File: src/rtl/pc_pwm_pkg.sv
package pc_pwm_pkg;
  localparam int unsigned CNT_W    = 8;
  localparam int unsigned ADDR_W   = 2;
  localparam int unsigned SEL_W    = 3;
  localparam int unsigned MODE_W   = 2;
  localparam int unsigned SEL_LSB  = 0;
  localparam int unsigned MODE_LSB = 4;
  localparam int unsigned OVF_BIT  = 0;
  localparam int unsigned CMP_BIT  = 1;
  localparam int unsigned NUM_DIV  = 5;

  typedef enum logic [ADDR_W-1:0] {
    REG_CTRL = 2'd0,
    REG_CMP  = 2'd1,
    REG_CNT  = 2'd2,
    REG_FLAG = 2'd3
  } reg_addr_e;

  // log2 of the divide ratio for select code idx+1
  function automatic int unsigned div_shift(input int unsigned idx);
    case (idx)
      0:       return 0;
      1:       return 3;
      2:       return 6;
      3:       return 8;
      default: return 10;
    endcase
  endfunction

  localparam int unsigned DIV_W = div_shift(NUM_DIV - 1);
endpackage

File: src/rtl/pc_pwm_prescaler.sv
module pc_pwm_prescaler
  import pc_pwm_pkg::*;
(
  input  logic             clk_i,
  input  logic             rst_ni,
  input  logic [SEL_W-1:0] sel_i,
  output logic             tick_o
);
  logic [DIV_W-1:0]   div_q;
  logic [NUM_DIV-1:0] tap;

  always_ff @(posedge clk_i or negedge rst_ni) begin
    if (!rst_ni) div_q <= '0;
    else         div_q <= div_q + 1'b1;
  end

  for (genvar g = 0; g < NUM_DIV; g++) begin : g_tap
    localparam int unsigned SH = div_shift(g);
    if (SH == 0) begin : g_full
      assign tap[g] = 1'b1;
    end else begin : g_div
      assign tap[g] = &div_q[SH-1:0];
    end
  end

  always_comb begin
    tick_o = 1'b0;
    if (sel_i >= SEL_W'(1) && sel_i <= SEL_W'(NUM_DIV))
      tick_o = tap[SEL_W'(sel_i - SEL_W'(1))];
  end
endmodule

File: src/rtl/pc_pwm_counter.sv
module pc_pwm_counter
  import pc_pwm_pkg::*;
(
  input  logic             clk_i,
  input  logic             rst_ni,
  input  logic             tick_i,
  output logic [CNT_W-1:0] cnt_o,
  output logic [CNT_W-1:0] cnt_nx_o,
  output logic             up_nx_o
);
  localparam logic [CNT_W-1:0] TOP = '1;

  logic [CNT_W-1:0] cnt_q;
  logic             up_q;

  always_comb begin
    cnt_nx_o = cnt_q;
    up_nx_o  = up_q;
    if (tick_i) begin
      if (up_q) begin
        cnt_nx_o = cnt_q + 1'b1;
        if (cnt_q == TOP - 1'b1) up_nx_o = 1'b0;
      end else begin
        cnt_nx_o = cnt_q - 1'b1;
        if (cnt_q == CNT_W'(1)) up_nx_o = 1'b1;
      end
    end
  end

  always_ff @(posedge clk_i or negedge rst_ni) begin
    if (!rst_ni) begin
      cnt_q <= '0;
      up_q  <= 1'b1;
    end else begin
      cnt_q <= cnt_nx_o;
      up_q  <= up_nx_o;
    end
  end

  assign cnt_o = cnt_q;
endmodule

File: src/rtl/pc_pwm_compare.sv
module pc_pwm_compare
  import pc_pwm_pkg::*;
(
  input  logic             clk_i,
  input  logic             rst_ni,
  input  logic             tick_i,
  input  logic [CNT_W-1:0] cnt_nx_i,
  input  logic             up_nx_i,
  input  logic [CNT_W-1:0] buf_i,
  output logic [CNT_W-1:0] ocr_o,
  output logic             wave_o,
  output logic             hit_o
);
  localparam logic [CNT_W-1:0] TOP = '1;

  logic [CNT_W-1:0] ocr_q;
  logic             wave_q;
  logic             at_top;
  logic [CNT_W-1:0] ref_val;

  assign at_top  = tick_i && (cnt_nx_i == TOP);
  // the fresh threshold is already in force at the peak
  assign ref_val = at_top ? buf_i : ocr_q;
  assign hit_o   = tick_i && (cnt_nx_i == ref_val);

  always_ff @(posedge clk_i or negedge rst_ni) begin
    if (!rst_ni) begin
      ocr_q  <= '0;
      wave_q <= 1'b0;
    end else begin
      if (at_top) begin
        ocr_q  <= buf_i;
        // resolve level at the peak so a threshold change never glitches
        wave_q <= (buf_i == TOP);
      end else if (hit_o) begin
        wave_q <= ~up_nx_i;
      end
    end
  end

  assign ocr_o  = ocr_q;
  assign wave_o = wave_q;
endmodule

File: src/rtl/pc_pwm_timer.sv
module pc_pwm_timer
  import pc_pwm_pkg::*;
(
  input  logic              clk_i,
  input  logic              rst_ni,
  input  logic              wr_en_i,
  input  logic [ADDR_W-1:0] wr_addr_i,
  input  logic [CNT_W-1:0]  wr_data_i,
  input  logic [ADDR_W-1:0] rd_addr_i,
  output logic [CNT_W-1:0]  rd_data_o,
  output logic              pwm_o,
  output logic              ovf_flag_o,
  output logic              cmp_flag_o
);
  logic [SEL_W-1:0]  sel_q;
  logic [MODE_W-1:0] mode_q;
  logic [CNT_W-1:0]  cmp_buf_q;
  logic              ovf_q, cmpf_q;

  logic              tick;
  logic [CNT_W-1:0]  cnt_w, cnt_nx_w, ocr_w;
  logic              up_nx_w, wave_w, hit_w;
  logic              wr_ctrl, wr_cmp, wr_flag;
  logic              ovf_set, ovf_clr, cmp_clr;

  pc_pwm_prescaler u_pre (
    .clk_i  (clk_i),
    .rst_ni (rst_ni),
    .sel_i  (sel_q),
    .tick_o (tick)
  );

  pc_pwm_counter u_cnt (
    .clk_i    (clk_i),
    .rst_ni   (rst_ni),
    .tick_i   (tick),
    .cnt_o    (cnt_w),
    .cnt_nx_o (cnt_nx_w),
    .up_nx_o  (up_nx_w)
  );

  pc_pwm_compare u_cmp (
    .clk_i    (clk_i),
    .rst_ni   (rst_ni),
    .tick_i   (tick),
    .cnt_nx_i (cnt_nx_w),
    .up_nx_i  (up_nx_w),
    .buf_i    (cmp_buf_q),
    .ocr_o    (ocr_w),
    .wave_o   (wave_w),
    .hit_o    (hit_w)
  );

  assign wr_ctrl = wr_en_i && (wr_addr_i == REG_CTRL);
  assign wr_cmp  = wr_en_i && (wr_addr_i == REG_CMP);
  assign wr_flag = wr_en_i && (wr_addr_i == REG_FLAG);
  assign ovf_set = tick && (cnt_nx_w == '0);
  assign ovf_clr = wr_flag && wr_data_i[OVF_BIT];
  assign cmp_clr = wr_flag && wr_data_i[CMP_BIT];

  always_ff @(posedge clk_i or negedge rst_ni) begin
    if (!rst_ni) begin
      sel_q     <= '0;
      mode_q    <= '0;
      cmp_buf_q <= '0;
      ovf_q     <= 1'b0;
      cmpf_q    <= 1'b0;
    end else begin
      if (wr_ctrl) begin
        sel_q  <= wr_data_i[SEL_LSB +: SEL_W];
        mode_q <= wr_data_i[MODE_LSB +: MODE_W];
      end
      if (wr_cmp) cmp_buf_q <= wr_data_i;
      // set beats clear
      ovf_q  <= ovf_set | (ovf_q & ~ovf_clr);
      cmpf_q <= hit_w   | (cmpf_q & ~cmp_clr);
    end
  end

  always_comb begin
    rd_data_o = '0;
    case (rd_addr_i)
      REG_CTRL: begin
        rd_data_o[SEL_LSB +: SEL_W]   = sel_q;
        rd_data_o[MODE_LSB +: MODE_W] = mode_q;
      end
      REG_CMP:  rd_data_o = cmp_buf_q;
      REG_CNT:  rd_data_o = cnt_w;
      default: begin
        rd_data_o[OVF_BIT] = ovf_q;
        rd_data_o[CMP_BIT] = cmpf_q;
      end
    endcase
  end

  assign pwm_o      = mode_q[1] & (wave_w ^ mode_q[0]);
  assign ovf_flag_o = ovf_q;
  assign cmp_flag_o = cmpf_q;
endmodule

File: config.mk
export PLATFORM = sky130hd
export DESIGN_NAME = pc_pwm_timer
export DESIGN_NICKNAME = d
export VERILOG_FILES = /design/src/rtl/pc_pwm_pkg.sv /design/src/rtl/pc_pwm_prescaler.sv /design/src/rtl/pc_pwm_counter.sv /design/src/rtl/pc_pwm_compare.sv /design/src/rtl/pc_pwm_timer.sv
export SDC_FILE = /design/constraint.sdc
export NUM_CORES = 1
export LEC_CHECK = 0
export BUFFER_PORTS_ARGS = -buffer_cell sky130_fd_sc_hd__buf_2
export CORE_ASPECT_RATIO = 0.6
export CORE_UTILIZATION = 50
export DETAILED_ROUTE_END_ITERATION = 6
export GPL_ROUTABILITY_DRIVEN = 0
export PLACE_DENSITY = 0.76
export SLEW_MARGIN = 10
export SYNTH_ARGS = -nofsm -noshare
export SYNTH_HDL_FRONTEND = slang
export SYNTH_HIERARCHICAL = 1
export SYNTH_SLANG_ARGS = --single-unit
File: constraint.sdc
create_clock -name clk_i -period 4.6 [get_ports clk_i]
set_input_delay 0 -clock clk_i [delete_from_list [all_inputs] [get_ports clk_i]]
set_output_delay 0 -clock clk_i [all_outputs]
set_load 0.1 [all_outputs]
==> impl_metrics.csv, run 1 <==
group,metric,value,unit
grt,grt_antenna_before_repair,0,
cells_and_area,antenna_cells,0,
synth,synth_top_area_share,41.7,%
route,drt-pass1-iter-count,5,
cts,clkSinkCount,43,
power_and_ir_drop,leakagePower,1.31,nW
sta,report.final.slew_viol_count,0,
die,rows,19,
grt,grt_pass1_vias,1929,
cells_and_area,layout.nets,293,
grt,grt_start_max_net_pins,44,
synth,async_flop_share,100,%
synth,syn_inst,228,
die,dieWidth,93.7,um
grt,grt_overflow,0,
synth,ys_seq_area_share,42.7,%
synth,synth_nets,255,
worst_setup_path,start_kind,"register",
grt,grt_usage,24.9,%
sta,worst_pin_slew,0.925,ns
die,die_h,57.0,um
synth,post-synth-top-area-cell,"dfrtp_1",
cts,cts-root-buf,"clkbuf_8",
sta,slew-limit-headroom,38.3,%
worst_setup_path,worst_setup_path_end_kind,"register",
placed_design,placement.cell_area,2710,sq um
sta,max_freq,0.249,GHz
cells_and_area,postLayoutCellArea,2890,sq um
run,cap_viol_max_count,0,
synth,synth_area_leaders,"dfrtp_1 (42%), mux2_2 (8.9%), ha_1 (6.0%)",
synth,synth.yosys.warnings,6,
cts,cts_buffers,5,
worst_setup_path,worstPathRequired,4.77,ns
cts,post_cts_resized,0,
route,wl_met1,2840,um
worst_hold_path,holdCritPathClass,"in -> reg",
grt,grt_pass1_wl,9960,um
die,initial_core_util,53.6,%
placed_design,dpl.hpwl,4400,um
sta,period_share,87.3,%
route,dr_wl_met3,768,um
route,vias,2050,
cells_and_area,drive_gt1_share,26.7,%
power_and_ir_drop,power_density,484,nW/um^2
cts,clk_pin_slew,0.07,ns
cells_and_area,area_growth,14.6,%
sta,rsz0062_at_grt,"false",
route,drtAntennaViolNets,0,
cts,cts_max_path_buffers,2,
synth,synth-edff-count,0,
cts,h-tree-depth,2,
synth,post-synth-top-count-cell,"dfrtp_1",
die,dieArea,5340,sq um
route,drt_iter0_drc,203,
synth,synth_area,2520,sq um
cts,cts_tree,"built",
synth,avgSynthCellArea,11.1,sq um
worst_setup_path,cp_max_fo,14,
synth,ys.flop_type,"dfrtp_1",
synth,synthTopCellsByCount,"dfrtp_1 (42), mux2_2 (20), inv_1 (15), nand4_1 (15), xnor2_1 (14)",
die,ioPinCount,26,
sta,setup-tns-final,0,ns
sta,hold_viol_final,0,
die,core_area,4710,sq um
route,avgRoutedWirePerCell,18.2,um
sta,clock_skew,0.00341,ns
route,vias_per_cell,6.23,
outcome,outcome,"completed",
synth,ys_types,60,
synth,ys_ff_latch,43,
sta,whs,0.0491,ns
placed_design,io_buffer_count,25,
cts,clk_latency,0.29,ns
route,maxUsedRoutingLayer,"met4",
route,drc,0,
sta,min_period,4.01,ns
placed_design,pre_cts_ws,0.687,ns
sta,worst_slack,0.586,ns
worst_setup_path,arrival,4.19,ns
route,wl,5980,um
worst_setup_path,worstSetupPathType,"reg -> reg",
power_and_ir_drop,ir_worst_vdd,0.379,mV
sta,setup_violations,0,
placed_design,placedCellCount,313,
cells_and_area,final_cells,329,
route,dr_wl_met2,2330,um
[kinds of logic after synthesis]
kind of cell / after synthesis / share of synthesized area [%]
fa+ha+maj: 12 / 5.95
compound gates: 39 / 12.8
xor+xnor: 19 / 6.89
buf+inv: 21 / 3.62
simple gates: 70 / 17.5
flops: 43 / 42.7
mux: 24 / 10.5
[layer usage]
layer	vias to the layer above	global-route usage, %
li1	931	-
met1	985	38.5
met2	127	32.8
met3	7	8.53
met4	0	5.93
met5	-	4.63
[path summary, 6_finish.rpt]
| check | to | slack [ns] | cells past startpoint | startpoint |
|---|---|---|---|---|
| worst max-delay path | u_cmp/wave_o$_DFFE_PN0P_ | 0.59 | 16 | sel_q[0]$_DFFE_PN0P_ |
| worst min-delay path | cmp_flag_o$_DFF_PN0_ | 0.05 | 3 | wr_addr_i[1] |
| worst max register to register | u_cmp/wave_o$_DFFE_PN0P_ | 0.59 | 16 | sel_q[0]$_DFFE_PN0P_ |
| worst min register to register | u_pre/div_q[8]$_DFF_PN0_ | 0.49 | 1 | u_pre/div_q[8]$_DFF_PN0_ |
| max in group asynchronous | cmp_buf_q[1]$_DFFE_PN0P_ | 3.65 | 2 | rst_ni |
| min in group asynchronous | u_pre/div_q[8]$_DFF_PN0_ | 0.38 | 2 | rst_ni |
[flip-flops by register name, summed over array words and instances (netlist names)]
name          flops
u_pre/div_q      10
cmp_buf_q         8
u_cmp/ocr_o       8
u_cnt/cnt_o       8
sel_q             3
mode_q            2
cmp_flag_o        1
ovf_flag_o        1
u_cmp/wave_o      1
u_cnt/up_q        1
[area by class of cell]
cell class	count	area, sq um
tap	63	78.8
clock inverter	1	5.00
multi-input combinational	164	1350
inverter	15	56.3
clock buffer	6	82.6
timing repair buffer	37	238
sequential	43	1080
fill	403	1820
[stage by stage]
| stage | total power, mW | util [%] |
|---|---|---|
| 5_1_grt | 1.48 | 61.4 |
| 6_report | 1.40 | 61.4 |
| 2_1_floorplan | 1.00 | - |
| 4_1_cts | 1.39 | 61.4 |
| 3_5_place_dp | 1.15 | 57.7 |
| 3_3_place_gp | 1.14 | 57.7 |
[power by group]
part,switching [mW],internal [mW]
clock,0.120,0.118
sequential,0.135,0.447
combinational,0.384,0.196
total,0.639,0.761
[layout by cell type (no fill, tap or decap), drive strengths merged, types with 3 or more instances in the layout]
cell,synthesis,layout
dfrtp,42,42
buf,3,28
mux2,20,20
inv,15,15
nand4,15,15
xnor2,15,15
ha,12,12
nand2,12,12
dlygate4sd3,0,9
nand3,8,8
o21ai,8,8
nor2,7,7
a222oi,6,6
clkbuf,3,6
nor2b,5,5
mux2i,4,4
xor2,4,4
nand2b,4,4
a22oi,3,3
a21oi,3,3
and4,3,3
and3,3,3
[repair_timing]
action,4_1_cts,5_1_grt
hold buffers,9,0
setup buffers,0,0
hold endpoints to repair,55,0
endpoints found under the setup margin,0,0
[worst max-delay path: stages (launching register included)]
cell and delay (ns):
dfrtp_1 0.50, inv_1 0.08, ha_1 0.34, and3b_1 0.22
o21ai_0 0.10, a221oi_2 0.26, buf_4 0.24, nand4_1 0.16
o2bb2ai_2 0.23, o21ai_1 0.11, xnor2_1 0.38, inv_1 0.16
a222oi_1 0.32, nor3b_1 0.34, nand4_1 0.18, mux2i_1 0.20
a21oi_1 0.08
(Power assumes the default switching activity.)
==> run 2: changes to the inputs <==
--- a/config.mk
+++ b/config.mk
@@ -7,10 +7,10 @@
 export LEC_CHECK = 0
 export BUFFER_PORTS_ARGS = -buffer_cell sky130_fd_sc_hd__buf_2
 export CORE_ASPECT_RATIO = 0.6
-export CORE_UTILIZATION = 50
+export CORE_UTILIZATION = 39
 export DETAILED_ROUTE_END_ITERATION = 6
 export GPL_ROUTABILITY_DRIVEN = 0
-export PLACE_DENSITY = 0.76
+export PLACE_DENSITY = 0.64
 export SLEW_MARGIN = 10
 export SYNTH_ARGS = -nofsm -noshare
 export SYNTH_HDL_FRONTEND = slang
==> run 2 against run 1 <==
- power grew 3.9%
- final cell count grew 6.7%
- non-clock buffer count is the same
- clock skew grew 0.0015 ns
- critical path depth is the same
- critical path type unchanged
- critical endpoint unchanged
==> impl_metrics.csv, run 2 (synthesis gave the netlist of run 1 again) <==
group,metric,value,unit
placed_design,placement.cell_area,2740,sq um
cells_and_area,top_register,"u_pre/div_q",
die,ioPinCount,26,
worst_hold_path,holdCritPathClass,"in -> reg",
grt,grt_pass1_wl,9940,um
worst_setup_path,reg2regPathDepth,16,
cts,cts_tree,"built",
cells_and_area,layout_commonest_cell,"dfrtp_1",
cts,clk_latency,0.30,ns
worst_setup_path,r2r-end,"u_cmp/wave_o$_DFFE_PN0P_",
cells_and_area,area_growth,16.7,%
cts,clkSinkCount,43,
grt,grt_usage,19.1,%
cts,cts-root-buf,"clkbuf_8",
grt,grt_start_max_net_pins,44,
die,dieWidth,106,um
placed_design,io_buffer_count,25,
grt,grt_overflow,0,
cts,post_cts_resized,0,
route,drt_iter0_drc,244,
power_and_ir_drop,power_density,494,nW/um^2
cells_and_area,postLayoutCellArea,2940,sq um
cts,clk_pin_slew,0.08,ns
sta,clock_skew,0.00492,ns
worst_setup_path,cp_max_fo,14,
worst_hold_path,holdPathStages,3,
worst_setup_path,worstSetupPathType,"reg -> reg",
route,drtAntennaViolNets,0,
worst_hold_path,min-delay-start,"wr_addr_i[1]",
sta,period_share,86.9,%
route,drt-pass1-iter-count,5,
route,vias,2027,
route,drc,0,
sta,setup_violations,0,
grt,grt_pass1_vias,1922,
cells_and_area,final_cell_mix,"dfrtp_1 (42), buf_2 (25), mux2_2 (20)",
worst_setup_path,crit-reg2reg-launch,"sel_q[0]$_DFFE_PN0P_",
die,rows,22,
worst_setup_path,start_kind,"register",
cells_and_area,n_fill_cell,598,
cells_and_area,drive_gt1_share,27.0,%
power_and_ir_drop,ir_worst_vdd,0.227,mV
route,vias_per_cell,5.77,
sta,hold_viol_final,0,
cells_and_area,layout.nets,293,
sta,max_freq,0.250,GHz
die,dieArea,6800,sq um
worst_setup_path,worstPathRequired,4.78,ns
cells_and_area,area.sequential,1080,sq um
route,avgRoutedWirePerCell,17.3,um
route,wl,6090,um
cts,h-tree-depth,2,
worst_setup_path,rrSetupSlack,0.60,ns
sta,min_period,4.00,ns
cts,cts_buffers,5,
worst_setup_path,worst_setup_path_end_kind,"register",
sta,setup-tns-final,0,ns
cells_and_area,largest_reg_flops,10,
sta,rsz0062_at_grt,"false",
die,die_h,64.3,um
power_and_ir_drop,leakagePower,1.32,nW
die,initial_core_util,40.9,%
sta,report.final.slew_viol_count,0,
cts,cts_max_path_buffers,2,
cells_and_area,antenna_cells,0,
run,cap_viol_max_count,0,
grt,grt_antenna_before_repair,0,
worst_setup_path,arrival,4.18,ns
outcome,outcome,"completed",
placed_design,dpl.hpwl,4490,um
cells_and_area,multiInputGateArea,1350,sq um
sta,slew-limit-headroom,35.9,%
die,core_area,6170,sq um
sta,worst_pin_slew,0.961,ns
worst_hold_path,min_to,"cmp_flag_o$_DFF_PN0_",
run 2: cell types whose count changed in the layout (fill, tap and decap cells not counted):
cell / before / now
clkinv_4: 0 / 1
bufinv_16: 0 / 1
clkbuf_8: 6 / 5
run 2: through the flow:
step	hold slack [ns]	cells	total power [mW]	util, %	setup slack [ns]
floorplan	-0.296	228	1.00	-	0.998
global placement	0.222	334	1.15	44.4	0.774
detailed placement	0.212	334	1.15	44.4	0.711
CTS	0.0330	351	1.45	47.7	0.676
global route	0.0839	351	1.53	47.7	0.187
finish	0.0372	351	1.45	47.7	0.601
run 2: how the worst max path moves through the flow:
stage | start | end | slack (ns) | depth (start not counted)
2_1_floorplan | sel_q[0]$_DFFE_PN0P_ | u_cmp/wave_o$_DFFE_PN0P_ | 1.0 | 16
3_3_place_gp | sel_q[0]$_DFFE_PN0P_ | cmp_flag_o$_DFF_PN0_ | 0.77 | 17
3_5_place_dp | sel_q[0]$_DFFE_PN0P_ | u_cmp/wave_o$_DFFE_PN0P_ | 0.71 | 16
4_1_cts | sel_q[0]$_DFFE_PN0P_ | u_cmp/wave_o$_DFFE_PN0P_ | 0.68 | 16
5_1_grt | sel_q[0]$_DFFE_PN0P_ | u_cmp/wave_o$_DFFE_PN0P_ | 0.19 | 16
6_report | sel_q[0]$_DFFE_PN0P_ | u_cmp/wave_o$_DFFE_PN0P_ | 0.60 | 16
run 2: metal layers:
metal | part of all wire [%] | global-route usage (%)
met1 | 52 | 31.3
met2 | 38 | 24.0
met3 | 8.9 | 4.18
met4 | 1.1 | 5.21
met5 | 0 | 0
run 2: final cells by class:
type                       instances  area share (%)
clock buffer                       5            2.34
clock inverter                     3            1.49
inverter                          15            1.91
multi-input combinational        164            46.0
sequential                        43            36.6
tap                               84            3.57
timing repair buffer              37            8.08
run 2: critical path: stages (launching register included):
cell	delay, ns
dfrtp_1	0.49
inv_1	0.08
ha_1	0.35
and3b_1	0.21
o21ai_0	0.11
a221oi_2	0.27
buf_4	0.23
nand4_1	0.14
o2bb2ai_2	0.21
o21ai_1	0.10
xnor2_1	0.40
inv_1	0.16
a222oi_1	0.35
nor3b_1	0.34
nand4_1	0.18
mux2i_1	0.18
a21oi_1	0.08
run 2: repair_timing:
action / in CTS / in global routing
hold endpoints to repair: 55 / 0
setup buffers: 0 / 0
hold buffers: 9 / 0
run 2: power breakdown:
group	total, mW	internal (mW)	switching [mW]
clock network	0.294	0.162	0.133
registers	0.581	0.447	0.134
logic	0.579	0.197	0.383
total	1.45	0.805	0.650
==> run 3: changes to the inputs <==
--- a/config.mk
+++ b/config.mk
@@ -5,12 +5,12 @@
 export SDC_FILE = /design/constraint.sdc
 export NUM_CORES = 1
 export LEC_CHECK = 0
-export BUFFER_PORTS_ARGS = -buffer_cell sky130_fd_sc_hd__buf_2
 export CORE_ASPECT_RATIO = 0.6
 export CORE_UTILIZATION = 39
 export DETAILED_ROUTE_END_ITERATION = 6
+export DONT_BUFFER_PORTS = 1
 export GPL_ROUTABILITY_DRIVEN = 0
-export PLACE_DENSITY = 0.64
+export PLACE_DENSITY = 0.62
 export SLEW_MARGIN = 10
 export SYNTH_ARGS = -nofsm -noshare
 export SYNTH_HDL_FRONTEND = slang
==> constraint.sdc (replaced) <==
create_clock -name clk_i -period 3.65 [get_ports clk_i]
set_input_delay 0 -clock clk_i [delete_from_list [all_inputs] [get_ports clk_i]]
set_output_delay 0 -clock clk_i [all_outputs]
set_load 0.1 [all_outputs]
==> run 3 against run 2 <==
- critical path depth stayed put
- clock-buffer cell count stayed put
- first-iteration DRC count fell by 25%
- register-to-register slack worse by 0.48 ns
- largest cell class unchanged
- worst hold slack gained 0.080 ns
- global-route usage rose by 2.0 points
- highest routed layer unchanged
==> impl_metrics.csv, run 3 (synthesis gave the netlist of run 1 again) <==
group,metric,value,unit
outcome,outcome,"completed",
cells_and_area,final_cell_mix,"dfrtp_1 (41), mux2_2 (20), buf_4 (17)",
route,drc,0,
cells_and_area,multiInputGateArea,1410,sq um
cells_and_area,layout.nets,290,
worst_setup_path,worstPathRequired,3.88,ns
sta,max_freq,0.284,GHz
grt,grt_pass1_wl,10800,um
sta,hold_viol_final,0,
cells_and_area,utilization,49.7,%
worst_setup_path,start_kind,"register",
route,avgRoutedWirePerCell,19.4,um
worst_hold_path,holdPathStages,2,
cells_and_area,drive_gt1_share,29.9,%
die,core_area,6170,sq um
cts,clkSinkCount,43,
cells_and_area,postLayoutCellArea,3060,sq um
sta,report.final.slew_viol_count,0,
sta,setup_violations,0,
worst_setup_path,rrSetupSlack,0.12,ns
cts,cts_buffers,5,
sta,min_period,3.53,ns
worst_setup_path,worstSetupPathType,"reg -> reg",
cells_and_area,area.sequential,1080,sq um
grt,grt_overflow,0,
route,drtAntennaViolNets,0,
sta,worst_pin_slew,1.07,ns
power_and_ir_drop,power,1.87,mW
run,cap_viol_max_count,0,
sta,clock_skew,0.00649,ns
worst_setup_path,cp-startpoint,"sel_q[0]$_DFFE_PN0P_",
die,die_h,64.3,um
route,vias_per_cell,5.90,
cts,clk_pin_slew,0.09,ns
cells_and_area,final_cells,348,
worst_setup_path,crit_end,"u_cmp/wave_o$_DFFE_PN0P_",
power_and_ir_drop,leakagePower,1.32,nW
worst_setup_path,r2r-end,"u_cmp/wave_o$_DFFE_PN0P_",
die,ioPinCount,26,
power_and_ir_drop,power_density,611,nW/um^2
power_and_ir_drop,ir_worst_vdd,0.246,mV
cts,h-tree-depth,2,
cts,clk_latency,0.30,ns
cts,cts-root-buf,"clkbuf_8",
placed_design,placement.cell_area,2730,sq um
cells_and_area,layout_commonest_cell,"dfrtp_1",
cts,cts_max_path_buffers,2,
cells_and_area,area_growth,21.4,%
cells_and_area,n_fill_cell,585,
sta,period_share,96.6,%
worst_setup_path,arrival,3.76,ns
route,wl,6730,um
placed_design,placedCellCount,321,
die,rows,22,
cells_and_area,antenna_cells,0,
grt,grt_antenna_before_repair,0,
worst_setup_path,reg2regPathDepth,16,
sta,slew-limit-headroom,28.3,%
grt,grt_start_max_net_pins,44,
worst_setup_path,crit-reg2reg-launch,"sel_q[0]$_DFFE_PN0P_",
cts,cts_tree,"built",
route,drt-pass1-iter-count,5,
placed_design,io_buffer_count,0,
cells_and_area,largest_reg_flops,10,
grt,grt_usage,21.2,%
route,vias,2054,
die,dieArea,6800,sq um
die,initial_core_util,40.9,%
worst_hold_path,holdCritPathClass,"in -> reg",
placed_design,pre_cts_ws,0.00897,ns
route,drt_iter0_drc,182,
sta,worst_slack,0.123,ns
placed_design,dpl.hpwl,4880,um
worst_setup_path,cp_max_fo,5,
worst_setup_path,worst_setup_path_end_kind,"register",
die,dieWidth,106,um
grt,grt_pass1_vias,1947,
cells_and_area,top_register,"u_pre/div_q",
==> run 3: stage by stage <==
stage | hold slack (ns) | setup TNS (ns)
3_3_place_gp | -0.294 | 0
6_report | 0.117 | 0
3_5_place_dp | -0.294 | 0
4_1_cts | 0.110 | 0
5_1_grt | 0.134 | -0.0846
2_1_floorplan | -0.296 | 0
==> run 3: repair_timing <==
item                                    CTS  global route
endpoints found under the hold margin    58             0
pin swaps                                 0             6
gates resized for setup                   1             8
endpoints found under the setup margin    1             2
setup buffers                             0             3
hold buffers                             16             0
==> run 3: layout make-up <==
class	count	area share, %
sequential	43	35.2
timing repair buffer	34	10.3
clock buffer	5	2.25
clock inverter	3	0.776
inverter	15	1.84
multi-input combinational	164	46.1
tap	84	3.43
==> run 3: per-layer routing <==
layer,track usage [%],wire length (um)
met1,33.9,3430
met2,27.0,2580
met3,5.92,656
met4,4.69,61
met5,0,0
==> run 3: power by group <==
group / leakage (nW) / internal (mW) / switching (mW)
Combinational: 0.737 / 0.297 / 0.467
Sequential: 0.542 / 0.561 / 0.225
Clock: 0.0408 / 0.137 / 0.184
==> run 3: worst min path at each step <==
stage,to,start,slack [ns]
after CTS,cmp_buf_q[0]$_DFFE_PN0P_,wr_addr_i[0],0.11
after global placement,u_cnt/cnt_o[7]$_DFF_PN0_,rst_ni,-0.29
after detailed placement,u_cnt/cnt_o[7]$_DFF_PN0_,rst_ni,-0.29
after global routing,cmp_buf_q[0]$_DFFE_PN0P_,wr_addr_i[0],0.13
after floorplan,cmp_buf_q[0]$_DFFE_PN0P_,rst_ni,-0.30
final,cmp_buf_q[7]$_DFFE_PN0P_,wr_addr_i[0],0.12
==> run 3: worst max-delay path, stage by stage (launching register included) <==
cell and delay, ns:
dfrtp_1 0.36, inv_1 0.06, ha_1 0.34, and3b_1 0.23, o21ai_0 0.11, a221oi_2 0.22
buf_4 0.16, nand4_1 0.14, o2bb2ai_2 0.23, nand2_2 0.10, xnor2_2 0.32, and4_4 0.34
nand4_1 0.16, a32oi_1 0.23, nand4_1 0.14, mux2i_1 0.14, a21oi_1 0.15
